<file path="src/rtl/dma_rr_pkg.sv">
package dma_rr_pkg;

    typedef enum logic [1:0] {
        XFER_DEMAND  = 2'b00,
        XFER_SINGLE  = 2'b01,
        XFER_BLOCK   = 2'b10,
        XFER_CASCADE = 2'b11
    } xfer_mode_e;

    typedef enum logic {
        SCH_IDLE = 1'b0,
        SCH_SCAN = 1'b1
    } sch_state_e;

endpackage

</file>
<file path="src/rtl/dma_slot_eval.sv">
module dma_slot_eval
    import dma_rr_pkg::*;
(
    input  logic       ctrl_off,
    input  logic [1:0] mode,
    input  logic       dreq,
    input  logic       mask,
    input  logic       swreq,
    input  logic       dack,
    output logic       serve,
    output logic       ack_req
);

    xfer_mode_e mode_e;
    logic       usable;
    logic       latched_kind;

    always_comb begin
        mode_e       = xfer_mode_e'(mode);
        usable       = !ctrl_off && (mode_e != XFER_CASCADE);
        latched_kind = (mode_e == XFER_SINGLE) || (mode_e == XFER_BLOCK);
        ack_req      = usable && latched_kind && dreq && !mask;
        serve        = 1'b0;
        if (usable) begin
            if (swreq) begin
                serve = 1'b1;
            end else if (mode_e == XFER_DEMAND) begin
                serve = dreq;
            end else begin
                serve = (dack || ack_req) && !mask;
            end
        end
    end

endmodule

</file>
<file path="src/rtl/dma_ack_bank.sv">
module dma_ack_bank #(
    parameter int NUM_SLOTS = 8,
    localparam int IDX_W    = $clog2(NUM_SLOTS)
) (
    input  logic                 clk,
    input  logic                 rst_n,
    input  logic                 set_en,
    input  logic [IDX_W-1:0]     set_idx,
    input  logic                 clr_en,
    input  logic [IDX_W-1:0]     clr_idx,
    output logic [NUM_SLOTS-1:0] ack
);

    logic [NUM_SLOTS-1:0] ack_d, ack_q;

    always_comb begin
        ack_d = ack_q;
        if (set_en) ack_d[set_idx] = 1'b1;
        if (clr_en) ack_d[clr_idx] = 1'b0;
    end

    always_ff @(posedge clk or negedge rst_n) begin
        if (!rst_n) ack_q <= '0;
        else        ack_q <= ack_d;
    end

    assign ack = ack_q;

endmodule

</file>
<file path="src/rtl/dma_rr_sched.sv">
module dma_rr_sched
    import dma_rr_pkg::*;
#(
    parameter int NUM_CTRL    = 2,
    parameter int CH_PER_CTRL = 4,
    localparam int NUM_SLOTS  = NUM_CTRL * CH_PER_CTRL,
    localparam int IDX_W      = $clog2(NUM_SLOTS)
) (
    input  logic                   clk,
    input  logic                   rst_n,
    input  logic                   start_i,
    input  logic [NUM_CTRL-1:0]    ctrl_off_i,
    input  logic [NUM_SLOTS-1:0]   mask_i,
    input  logic [NUM_SLOTS-1:0]   swreq_i,
    input  logic [NUM_SLOTS-1:0]   dreq_i,
    input  logic [2*NUM_SLOTS-1:0] mode_i,
    input  logic                   tc_valid_i,
    input  logic [IDX_W-1:0]       tc_idx_i,
    output logic                   busy_o,
    output logic                   done_o,
    output logic                   found_o,
    output logic                   grant_o,
    output logic [IDX_W-1:0]       sel_o,
    output logic [NUM_SLOTS-1:0]   dack_o
);

    localparam logic [IDX_W-1:0] LAST_SLOT = IDX_W'(NUM_SLOTS - 1);

    typedef struct packed {
        sch_state_e       state;
        logic [IDX_W-1:0] ptr;
        logic [IDX_W-1:0] first;
        logic [IDX_W-1:0] sel;
        logic             done;
        logic             found;
    } sch_regs_t;

    sch_regs_t            cur_q, nxt_d;
    logic [NUM_SLOTS-1:0] serve_vec;
    logic [NUM_SLOTS-1:0] ackreq_vec;
    logic [NUM_SLOTS-1:0] dack_w;
    logic [IDX_W-1:0]     ptr_inc;
    logic                 set_en;

    for (genvar g = 0; g < NUM_SLOTS; g++) begin : g_slot
        dma_slot_eval u_eval (
            .ctrl_off (ctrl_off_i[g / CH_PER_CTRL]),
            .mode     (mode_i[2*g +: 2]),
            .dreq     (dreq_i[g]),
            .mask     (mask_i[g]),
            .swreq    (swreq_i[g]),
            .dack     (dack_w[g]),
            .serve    (serve_vec[g]),
            .ack_req  (ackreq_vec[g])
        );
    end

    always_comb begin
        nxt_d      = cur_q;
        nxt_d.done = 1'b0;
        set_en     = 1'b0;
        ptr_inc    = (cur_q.ptr == LAST_SLOT) ? '0 : cur_q.ptr + 1'b1;
        case (cur_q.state)
            SCH_IDLE: begin
                if (start_i) begin
                    nxt_d.state = SCH_SCAN;
                    nxt_d.first = cur_q.ptr;
                end
            end
            SCH_SCAN: begin
                set_en    = ackreq_vec[cur_q.ptr];
                nxt_d.ptr = ptr_inc;
                if (serve_vec[cur_q.ptr]) begin
                    nxt_d.state = SCH_IDLE;
                    nxt_d.done  = 1'b1;
                    nxt_d.found = 1'b1;
                    nxt_d.sel   = cur_q.ptr;
                end else if (ptr_inc == cur_q.first) begin
                    nxt_d.state = SCH_IDLE;
                    nxt_d.done  = 1'b1;
                    nxt_d.found = 1'b0;
                end
            end
            default: nxt_d.state = SCH_IDLE;
        endcase
    end

    always_ff @(posedge clk or negedge rst_n) begin
        if (!rst_n) begin
            cur_q <= '{state: SCH_IDLE, ptr: '0, first: '0, sel: '0,
                       done: 1'b0, found: 1'b0};
        end else begin
            cur_q <= nxt_d;
        end
    end

    dma_ack_bank #(.NUM_SLOTS(NUM_SLOTS)) u_ack (
        .clk     (clk),
        .rst_n   (rst_n),
        .set_en  (set_en),
        .set_idx (cur_q.ptr),
        .clr_en  (tc_valid_i),
        .clr_idx (tc_idx_i),
        .ack     (dack_w)
    );

    assign busy_o  = (cur_q.state == SCH_SCAN);
    assign done_o  = cur_q.done;
    assign found_o = cur_q.found;
    assign grant_o = cur_q.done && cur_q.found;
    assign sel_o   = cur_q.sel;
    assign dack_o  = dack_w;

endmodule

</file>
<file path="config.mk">
export PLATFORM = sky130hd
export DESIGN_NAME = dma_rr_sched
export DESIGN_NICKNAME = d
export VERILOG_FILES = /design/src/rtl/dma_rr_pkg.sv /design/src/rtl/dma_slot_eval.sv /design/src/rtl/dma_ack_bank.sv /design/src/rtl/dma_rr_sched.sv
export SDC_FILE = /design/constraint.sdc
export NUM_CORES = 1
export LEC_CHECK = 0
export BUFFER_PORTS_ARGS = -buffer_cell sky130_fd_sc_hd__buf_2
export CORE_UTILIZATION = 50
export DETAILED_ROUTE_END_ITERATION = 16
export PLACE_DENSITY = 0.81
export SYNTH_ARGS = -nofsm -noshare
export SYNTH_HDL_FRONTEND = slang
export SYNTH_HIERARCHICAL = 1
export SYNTH_SLANG_ARGS = --single-unit
</file>
<file path="constraint.sdc">
create_clock -name clk -period 2.3 [get_ports clk]
set_input_delay 0.46 -clock clk [delete_from_list [all_inputs] [get_ports clk]]
set_output_delay 0.46 -clock clk [all_outputs]
set_load 0.02 [all_outputs]
</file>
## Word level (Yosys, flattened, before mapping)

Cells that the tools add are included.

| word-level totals | value |
|---|---|
| bits in registers | 20 |
| input port bits | 49 |
| output and inout port bits | 15 |
| word-level logic and storage cells | 166 |

| cells by class | value |
|---|---|
| add/sub/neg operators | 1 |
| order comparisons | 4 |
| equal/unequal tests | 26 |
| muxes and demuxes | 43 |
| bitwise operators | 4 |
| reductions and logical operators | 81 |

Operators with widths:

| kind | number |
|---|---|
| 1-bit logical AND | 43 |
| 1-bit 2-to-1 mux | 32 |
| 2-bit by 1-bit == test with 1-bit output, second input constant | 8 |
| 2-bit == test, second input constant | 8 |
| 2-bit zero test | 8 |
| 1-bit logical OR | 16 |
| 8-bit 2-to-1 mux | 2 |
| 2-bit inequality test, second input constant | 8 |
| 1-bit zero test | 10 |
| 8-bit AND | 1 |
| 3-bit by 4-bit < comparator with 1-bit output, second input constant | 2 |
| 8-bit NOT | 1 |
| 8-bit OR | 1 |
| 1-bit binary-select mux with 3-bit select | 2 |
| 1-bit demux with 3-bit select | 2 |
| 3-bit by 1-bit greater-or-equal comparator with 1-bit output, second input constant | 2 |
| 2-bit 2-to-1 mux | 3 |
| 2-bit AND reduction | 3 |
| 3-bit by 1-bit adder with 3-bit output, second input constant | 1 |
| 3-bit == test | 1 |
| 3-bit == test, second input constant | 1 |
| 3-bit 2-to-1 mux | 1 |
| 1-bit one-hot mux with 2 select lines | 1 |
| 2-bit nonzero test | 1 |
| 1-bit NOT | 1 |

## Depth between registers and ports, before layout

Gate-level depths: netlist (run 1).

| logic depth | value |
|---|---|
| word-level depth | 14 |
| mapped depth | 9 |
| gate-level depth less buffers | 9 |

## Cells and area by module

Netlist (run 1), hierarchy kept.

By module, submodules not included:

| module | instances | cells each | area an instance (µm²) | sequential area each (µm²) |
|---|---|---|---|---|
| dma_rr_sched | 1 | 54 | 704.4 | 300.3 |
| dma_slot_eval | 8 | 11 | 83.8 | 0.0 |
| dma_ack_bank | 1 | 29 | 391.6 | 200.2 |

## Worst setup path after synthesis (run 1)

OpenSTA, ideal clock, no wires.

| timing | value |
|---|---|
| path type | input port to flip-flop |
| start point | input mode_i[4] |
| end point | register cur_q, in the netlist sel_o[0] |
| setup time | 125 ps |
| data arrival time | 2061 ps |
| data required time | 2175 ps |
| path slack | 114 ps |
| cell stages on the path | 9 |
| path buffers | 0 |
| path through | inv_1 > ha_1 > nand2_1 > a21oi_2 > o21a_1 > mux4_2 > nand2b_1 > o211a_2 > mux2_4 |

| between the ends | value |
|---|---|
| cells in the longest elaborated chain, start to end | 13 |
| elaborated cells on any way between the ends | 17 |
| classes of those cells | eq/ne (3); mux (5); reduce/logical (9) |

Ends and longest elaborated chain:

| element | RTL line | RTL |
|---|---|---|
| from (decl) | dma_rr_sched.sv:16 | `input logic [2*NUM_SLOTS-1:0] mode_i,` |
| 2-bit inequality test (tied with other cells) | dma_slot_eval.sv:20 | `usable = !ctrl_off && (mode_e != XFER_CASCADE);` |
| 1-bit logical AND or 1-bit logical OR (tied branches) | dma_slot_eval.sv:20, dma_slot_eval.sv:21 |  |
| 1-bit logical AND (3 in a row) | dma_slot_eval.sv:22 | `ack_req = usable && latched_kind && dreq && !mask;` |
| 1-bit logical OR | dma_slot_eval.sv:30 | `serve = (dack \|\| ack_req) && !mask;` |
| 1-bit logical AND | dma_slot_eval.sv:30 |  |
| 1-bit 2-to-1 mux | dma_slot_eval.sv:27 | `end else if (mode_e == XFER_DEMAND) begin` |
| 1-bit 2-to-1 mux | dma_slot_eval.sv:25 | `if (swreq) begin` |
| 1-bit 2-to-1 mux (*) | dma_slot_eval.sv:24 | `if (usable) begin` |
| via serve_vec[2] | dma_rr_sched.sv:39 | `logic [NUM_SLOTS-1:0] serve_vec;` |
| 1-bit binary-select mux with 3-bit select (*) | dma_rr_sched.sv:73 | `if (serve_vec[cur_q.ptr]) begin` |
| 1-bit 2-to-1 mux (not written as such) (*) | dma_rr_sched.sv:73 |  |
| 2-bit AND reduction (no line) (*) | n/a |  |
| to (signal assigned) | dma_rr_sched.sv:90 | `cur_q <= '{state: SCH_IDLE, ptr: '0, first: '0, sel: '0,` |
| to (signal assigned) | dma_rr_sched.sv:93 | `cur_q <= nxt_d;` |
| to (decl) | dma_rr_sched.sv:38 | `sch_regs_t cur_q, nxt_d;` |

The timed path passes the listed nets; every way through them passes the cells marked *. The select of a mux whose other input is x is not followed.
A chain may end at the register's enable or synchronous reset.

## Worst setup path after layout (run 1)

| timing | value |
|---|---|
| start point | register cur_q[8] (netlist bit) |
| end point | register u_ack.ack_q[4] (netlist: u_ack/ack[4]) |

| between the ends | value |
|---|---|
| elaborated cells on any way between the ends | 12 |
| classes of those cells | order compare (2); mux (7); bitwise (2); reduce/logical (1) |

RTL lines:

| element | RTL line | RTL |
|---|---|---|
| 1-bit binary-select mux with 3-bit select (*) | dma_rr_sched.sv:71 | `set_en = ackreq_vec[cur_q.ptr];` |
| 1-bit 2-to-1 mux (not written as such) (*) | dma_rr_sched.sv:71 |  |
| 1-bit 2-to-1 mux (*) | dma_rr_sched.sv:63 | `case (cur_q.state)` |
| via set_en | dma_rr_sched.sv:43 | `logic set_en;` |
| 8-bit 2-to-1 mux (*) | dma_ack_bank.sv:18 | `if (set_en) ack_d[set_idx] = 1'b1;` |
| 8-bit AND (no line) | n/a |  |
| 8-bit 2-to-1 mux (*) | dma_ack_bank.sv:19 | `if (clr_en) ack_d[clr_idx] = 1'b0;` |
| via u_ack.ack_d[4] | dma_ack_bank.sv:14 | `logic [NUM_SLOTS-1:0] ack_d, ack_q;` |
| to (signal assigned) | dma_ack_bank.sv:24 | `else ack_q <= ack_d;` |
| to (decl) | dma_ack_bank.sv:14 |  |

Marks and branches as above.

==> out/metrics.yaml, run 1 <==
outcome:
  status: "completed"
global_routing:
  grt_first_pass_wirelength_um: 5870
  track_usage: 0.211
  grt_max_degree: 21
  grt_pass1_vias: 1381
  grt_overflow: 0
  antenna_found_initial: 0
synthesis:
  synth-async-reset-ratio: 1.00
  syn_area_mm2: 0.00177
  synth_seq_cells: 20
  synth.net_count: 238
  ys.flop_type: "dfrtp_1"
  synth-edff-count: 0
  synth_warnings: 6
  ys_seq_area_frac: 0.283
  avgSynthCellArea_um2: 10.3
  yosysUniqueCellTypes: 36
  syn_inst: 171
setup_path:
  cp_slowest_cell: "dfrtp_1"
  cpLargestDelayFamily: "multiplexers"
  cp.arrival_ns: 2.25
  crit_required_ns: 2.50
  crit_buf_inv: 1
  max_stage_delay_ns: 0.61
  cp-start-kind: "flip-flop"
  path_cells: "mux4_2 -> mux2i_1 -> nor2b_1 -> buf_4 -> and4bb_1 -> o32a_1"
  worstSetupPathType: "reg2reg"
  r2r_start: "cur_q[8]"
  worstPathMaxFanout: 10
  endpoint_kind: "flip-flop"
  critPathLaunch: "cur_q[8]"
pwr:
  p_int_mw: 1.29
  pwr-share-comb: 0.516
  cellPowerDensity_mw_per_mm2: 935
  swShare: 0.387
  power_switching_uw: 811
  ir_drop_v: 0.000325
  clockPowerShare: 0.138
  seqPwrFrac: 0.347
  p_total_mw: 2.10
  leakage_nw: 1.20
timing:
  min_period_over_period: 0.892
  max_freq_ghz: 0.488
  clock_skew_ns: 0.0127
  maxSlewViolCount: 0
  hold_viol: 0
  rsz0062_at_grt: "no"
  relSlewSlack: 0.687
  worst_pin_slew_ns: 0.469
  finalSetupViolCount: 0
  min_period_ns: 2.05
routing:
  dr_wl_met2_um: 1650
  m1WireLength_um: 1650
  first_iter_violations: 32
  route.met3.wl_um: 215
  drc: 0
  ant_nets: 0
  vias: 1527
  wl_per_cell_um: 12.3
  firstDrtPassIters: 4
  viasPerCell: 5.27
  top_layer: "met4"
  wirelength_um: 3580
clock_tree:
  htree_num_levels: 1
  cts_setup_buffers: 0
  clk_pin_slew_ns: 0.12
  cts.sinks: 20
  hold_buffers: 0
  cts_made_buffers: 3
  cts_resized: 0
  clockBufferDepth: 2
  clk_latency_ns: 0.31
  cts_tree: "built"
  clock-root-buffer: "clkbuf_4"
die:
  start_util: 0.525
  coreArea_mm2: 0.00336
  die_w_um: 61.4
  ioPinCount: 64
  dieArea_mm2: 0.00377
  die_h_um: 61.4
  row_count: 21
finish:
  nets: 312
  final_common_cell: "buf_2"
  fin_cells: 290
  drive_above_1_share: 0.463
  most-common-layout-cells: "63 x buf_2, 20 x dfrtp_1, 18 x ha_1"
  antenna_cells: 0
  syn_to_final_growth_pct: 27.0
  num-fill-cells: 306
place:
  gp_congestion: 0.816
  dpl.hpwl_um: 2960
  portBuffers: 63
  dp_cells: 286
run:
  cap_violations: 0
worst_hold_path:
  hold_class: "in2async"
[area by class of cell]
cell class	count	area (µm²)	share of cell area
clock buffer	3	22.5	0.0100
clock inverter	1	30.0	0.0134
inverter	18	67.6	0.0301
multi-input combinational	126	1150	0.514
sequential	20	500	0.223
tap	46	57.6	0.0257
timing repair buffer	76	413	0.184
[cells in the mapped netlist, types with 4 or more instances]
library cell  count  area [µm²]
a21o_1            9        67.6
o21a_1            9        67.6
dfrtp_1          20         500
o32a_1            6        60.1
nor2_1            9        33.8
a21oi_2           8        70.1
mux2_2            7        78.8
nand2_1          11        41.3
nand2b_1          4        25.0
nand2b_4          8         110
inv_1            17        63.8
nor4_1            8        50.1
ha_1             18         225
[cell families (layout without fill, tap and decap cells)]
group	after synthesis	count (layout)	share of synthesized area
compound gates	38	38	0.180
xor+xnor	3	3	0.0149
simple gates	52	52	0.213
mux	15	15	0.117
buf+inv	25	98	0.0644
fa+ha+maj	18	18	0.127
flops	20	20	0.283
[stage by stage]
step	setup WS [ns]	instance area [µm²]	hold slack, ns	utilization	TNS [ns]
2_1_floorplan	0.114	1770	0.164	-	0
3_3_place_gp	-0.0646	2190	0.424	0.651	-0.276
3_5_place_dp	-0.0935	2190	0.428	0.651	-0.655
4_1_cts	0.216	2240	0.0761	0.667	0
5_1_grt	0.137	2240	0.0988	0.667	0
6_report	0.249	2240	0.0598	0.667	0
[power by group through the flow]
stage	sequential, mW	clock [mW]	combinational, mW
after floorplan	0.730	0	0.798
after global placement	0.734	0	1.06
after detailed placement	0.735	0	1.09
after CTS	0.729	0.293	1.09
after global routing	0.762	0.305	1.18
final	0.727	0.288	1.08
[layer usage]
layer	vias to the layer above	global-route usage
met4	0	0.0667
met5	-	0
met2	61	0.362
li1	765	-
met1	696	0.279
met3	5	0.0231
[path summary, 6_finish.rpt]
kind,to,slack [ns],cells after the start
worst min-delay path,found_o,0.06,1
min in group clk,u_ack/ack[2],0.49,2
worst max-delay path,u_ack/ack[4],0.25,6
max in group asynchronous,u_ack/ack[0],1.93,1
worst max register to register,u_ack/ack[4],0.25,6
worst min register to register,found_o,0.50,1
[sequential cells by signal, summed over array words and instances, names as in the netlist]
signal and cells:
sel_o 3, done_o 1, found_o 1, busy_o 1
u_ack/ack 8, cur_q 6
(Power assumes the default switching activity.)
==> run 2, diff against run 1 <==
BUFFER_PORTS_ARGS = unset   (was -buffer_cell sky130_fd_sc_hd__buf_2)
CORE_UTILIZATION = 63   (was 50)
DONT_BUFFER_PORTS = 1   (was unset)
PLACE_DENSITY = 0.79   (was 0.81)
==> run 2 against run 1 <==
Net effect:
- cell count decreased by 30%
- first-iteration DRC count unchanged
- combinational power decreased by 26%
- worst hold slack improved by 0.26 ns
- core utilization increased by 5.7 points
- total power decreased by 6.3%
- via count decreased by 12%
- critical path depth increased by 4
- clock skew decreased by 0.0020 ns
- clock power about the same
- register-to-register slack about the same
- maximum frequency decreased by 1.0%
==> out/metrics.yaml, run 2 (synthesized netlist as in run 1, its figures left out) <==
routing:
  vias: 1347
  firstDrtPassIters: 4
  wl_per_cell_um: 18.2
  wirelength_um: 3720
  drc: 0
  ant_nets: 0
  first_iter_violations: 32
  viasPerCell: 6.60
pwr:
  power_switching_uw: 792
  pwr-share-comb: 0.408
  ir_drop_v: 0.000890
  cellPowerDensity_mw_per_mm2: 1060
  clockPowerShare: 0.145
  leakage_nw: 0.902
  seqPwrFrac: 0.447
  p_total_mw: 1.97
  swShare: 0.403
  p_int_mw: 1.17
clock_tree:
  clockBufferDepth: 2
  clk_latency_ns: 0.30
  htree_num_levels: 1
  cts_tree: "built"
  clk_pin_slew_ns: 0.11
  cts_setup_buffers: 0
  cts_made_buffers: 3
  cts.sinks: 20
  clock-root-buffer: "clkbuf_4"
setup_path:
  worstPathMaxFanout: 3
  worstSetupPathType: "in2reg"
  r2r_start: "cur_q[8]"
  path_cells: "inv_1 -> ha_1 -> nand2_1 -> nor4_1 -> mux4_2 -> mux2i_1 -> nor2b_1 -> buf_4 -> and4bb_1 -> o32a_1"
  cp-start-kind: "input port"
  endpoint_kind: "flip-flop"
  reg2reg_slack_ns: 0.24
  critPathLaunch: "mode_i[14]"
  crit_required_ns: 2.53
  cp_slowest_cell: "mux4_2"
  crit_end: "u_ack/ack[1]"
  regToRegEndpoint: "u_ack/ack[1]"
  max_stage_delay_ns: 0.31
  ff2ff_path_depth: 6
  cp.arrival_ns: 2.30
finish:
  largest_register_ffs: 8
  drive_above_1_share: 0.247
  final_common_cell: "dfrtp_1"
  finalCoreUtilization: 0.724
  syn_to_final_growth_pct: 5.24
  antenna_cells: 0
  num-fill-cells: 192
  most-common-layout-cells: "19 x dfrtp_1, 18 x ha_1, 17 x inv_1"
  nets: 242
die:
  die_h_um: 55.0
  coreArea_mm2: 0.00257
  ioPinCount: 64
  start_util: 0.688
  dieArea_mm2: 0.00302
  row_count: 18
  die_w_um: 55.0
place:
  dpl.hpwl_um: 2990
  gp_congestion: 0.755
  portBuffers: 0
worst_hold_path:
  holdPathStages: 1
  hold_class: "in2reg"
timing:
  hold_viol: 0
  min_period_over_period: 0.901
  rsz0062_at_grt: "no"
  maxSlewViolCount: 0
  max_freq_ghz: 0.483
  finalSetupViolCount: 0
  relSlewSlack: 0.404
  worst_pin_slew_ns: 0.891
  min_period_ns: 2.07
  clock_skew_ns: 0.0107
  fin_setup_tns_ns: 0
outcome:
  status: "completed"
global_routing:
  grt_max_degree: 21
  grt_first_pass_wirelength_um: 5520
  grt_pass1_vias: 1301
  track_usage: 0.268
  grt_overflow: 0
  antenna_found_initial: 0
run:
  cap_violations: 0
==> run 2: changes by cell type in the layout (fill, tap and decap cells not counted), sizes merged <==
cell / change
buf: -71
dlygate4sd3: +1
==> run 2: layer usage <==
| metal | wire, µm | up-vias | track usage |
|---|---|---|---|
| met5 | 0 | - | 0 |
| li1 | - | 630 | - |
| met2 | 2000 | 65 | 0.526 |
| met3 | 273 | 4 | 0.0519 |
| met4 | 40 | 0 | 0.0875 |
| met1 | 1400 | 648 | 0.279 |
==> run 2: how the worst min path moves through the flow <==
| stage | startpoint | end | slack (ns) |
|---|---|---|---|
| after floorplan | rst_n | busy_o | 0.16 |
| after global placement | rst_n | u_ack/ack[3] | 0.17 |
| after detailed placement | rst_n | u_ack/ack[0] | 0.17 |
| after CTS | tc_idx_i[1] | u_ack/ack[5] | 0.31 |
| after global routing | tc_idx_i[1] | u_ack/ack[5] | 0.30 |
| final | tc_idx_i[1] | u_ack/ack[5] | 0.32 |
==> run 2: cell type report <==
class | instances | area, µm² | share of cell area
clock buffer | 3 | 22.5 | 0.0121
clock inverter | 1 | 30.0 | 0.0162
inverter | 18 | 67.6 | 0.0363
multi-input combinational | 126 | 1150 | 0.620
sequential | 20 | 502 | 0.270
tap | 30 | 37.5 | 0.0202
timing repair buffer | 6 | 47.5 | 0.0256
==> run 2: stage by stage <==
stage / setup WS (ns) / area, µm² / hold WS (ns) / std cells
floorplan: 0.114 / 1770 / 0.164 / 171
global placement: 0.0289 / 1800 / 0.165 / 199
detailed placement: -0.0207 / 1800 / 0.165 / 199
CTS: 0.0810 / 1860 / 0.314 / 204
global route: 0.173 / 1860 / 0.296 / 204
finish: 0.228 / 1860 / 0.320 / 204
==> run 2: power by group through the flow <==
stage          Sequential [mW]  Clock (mW)  Combinational, mW
2_1_floorplan            0.730           0              0.798
3_3_place_gp             0.870           0              0.748
3_5_place_dp             0.883           0              0.789
4_1_cts                  0.877       0.289              0.804
5_1_grt                  0.906       0.305              0.867
6_report                 0.878       0.286              0.802
==> run 2: timing repair <==
item                       4_1_cts  5_1_grt
resized for setup                0        1
setup endpoints to repair        0        5
hold buffers                     1        0
hold endpoints to repair        20        0
==> run 2: critical path: cells and delay by family <==
family / cells / cell delay (ns)
compound gates: 1 / 0.17
mux: 2 / 0.39
buf+inv: 2 / 0.20
simple gates: 4 / 0.81
fa+ha+maj: 1 / 0.26
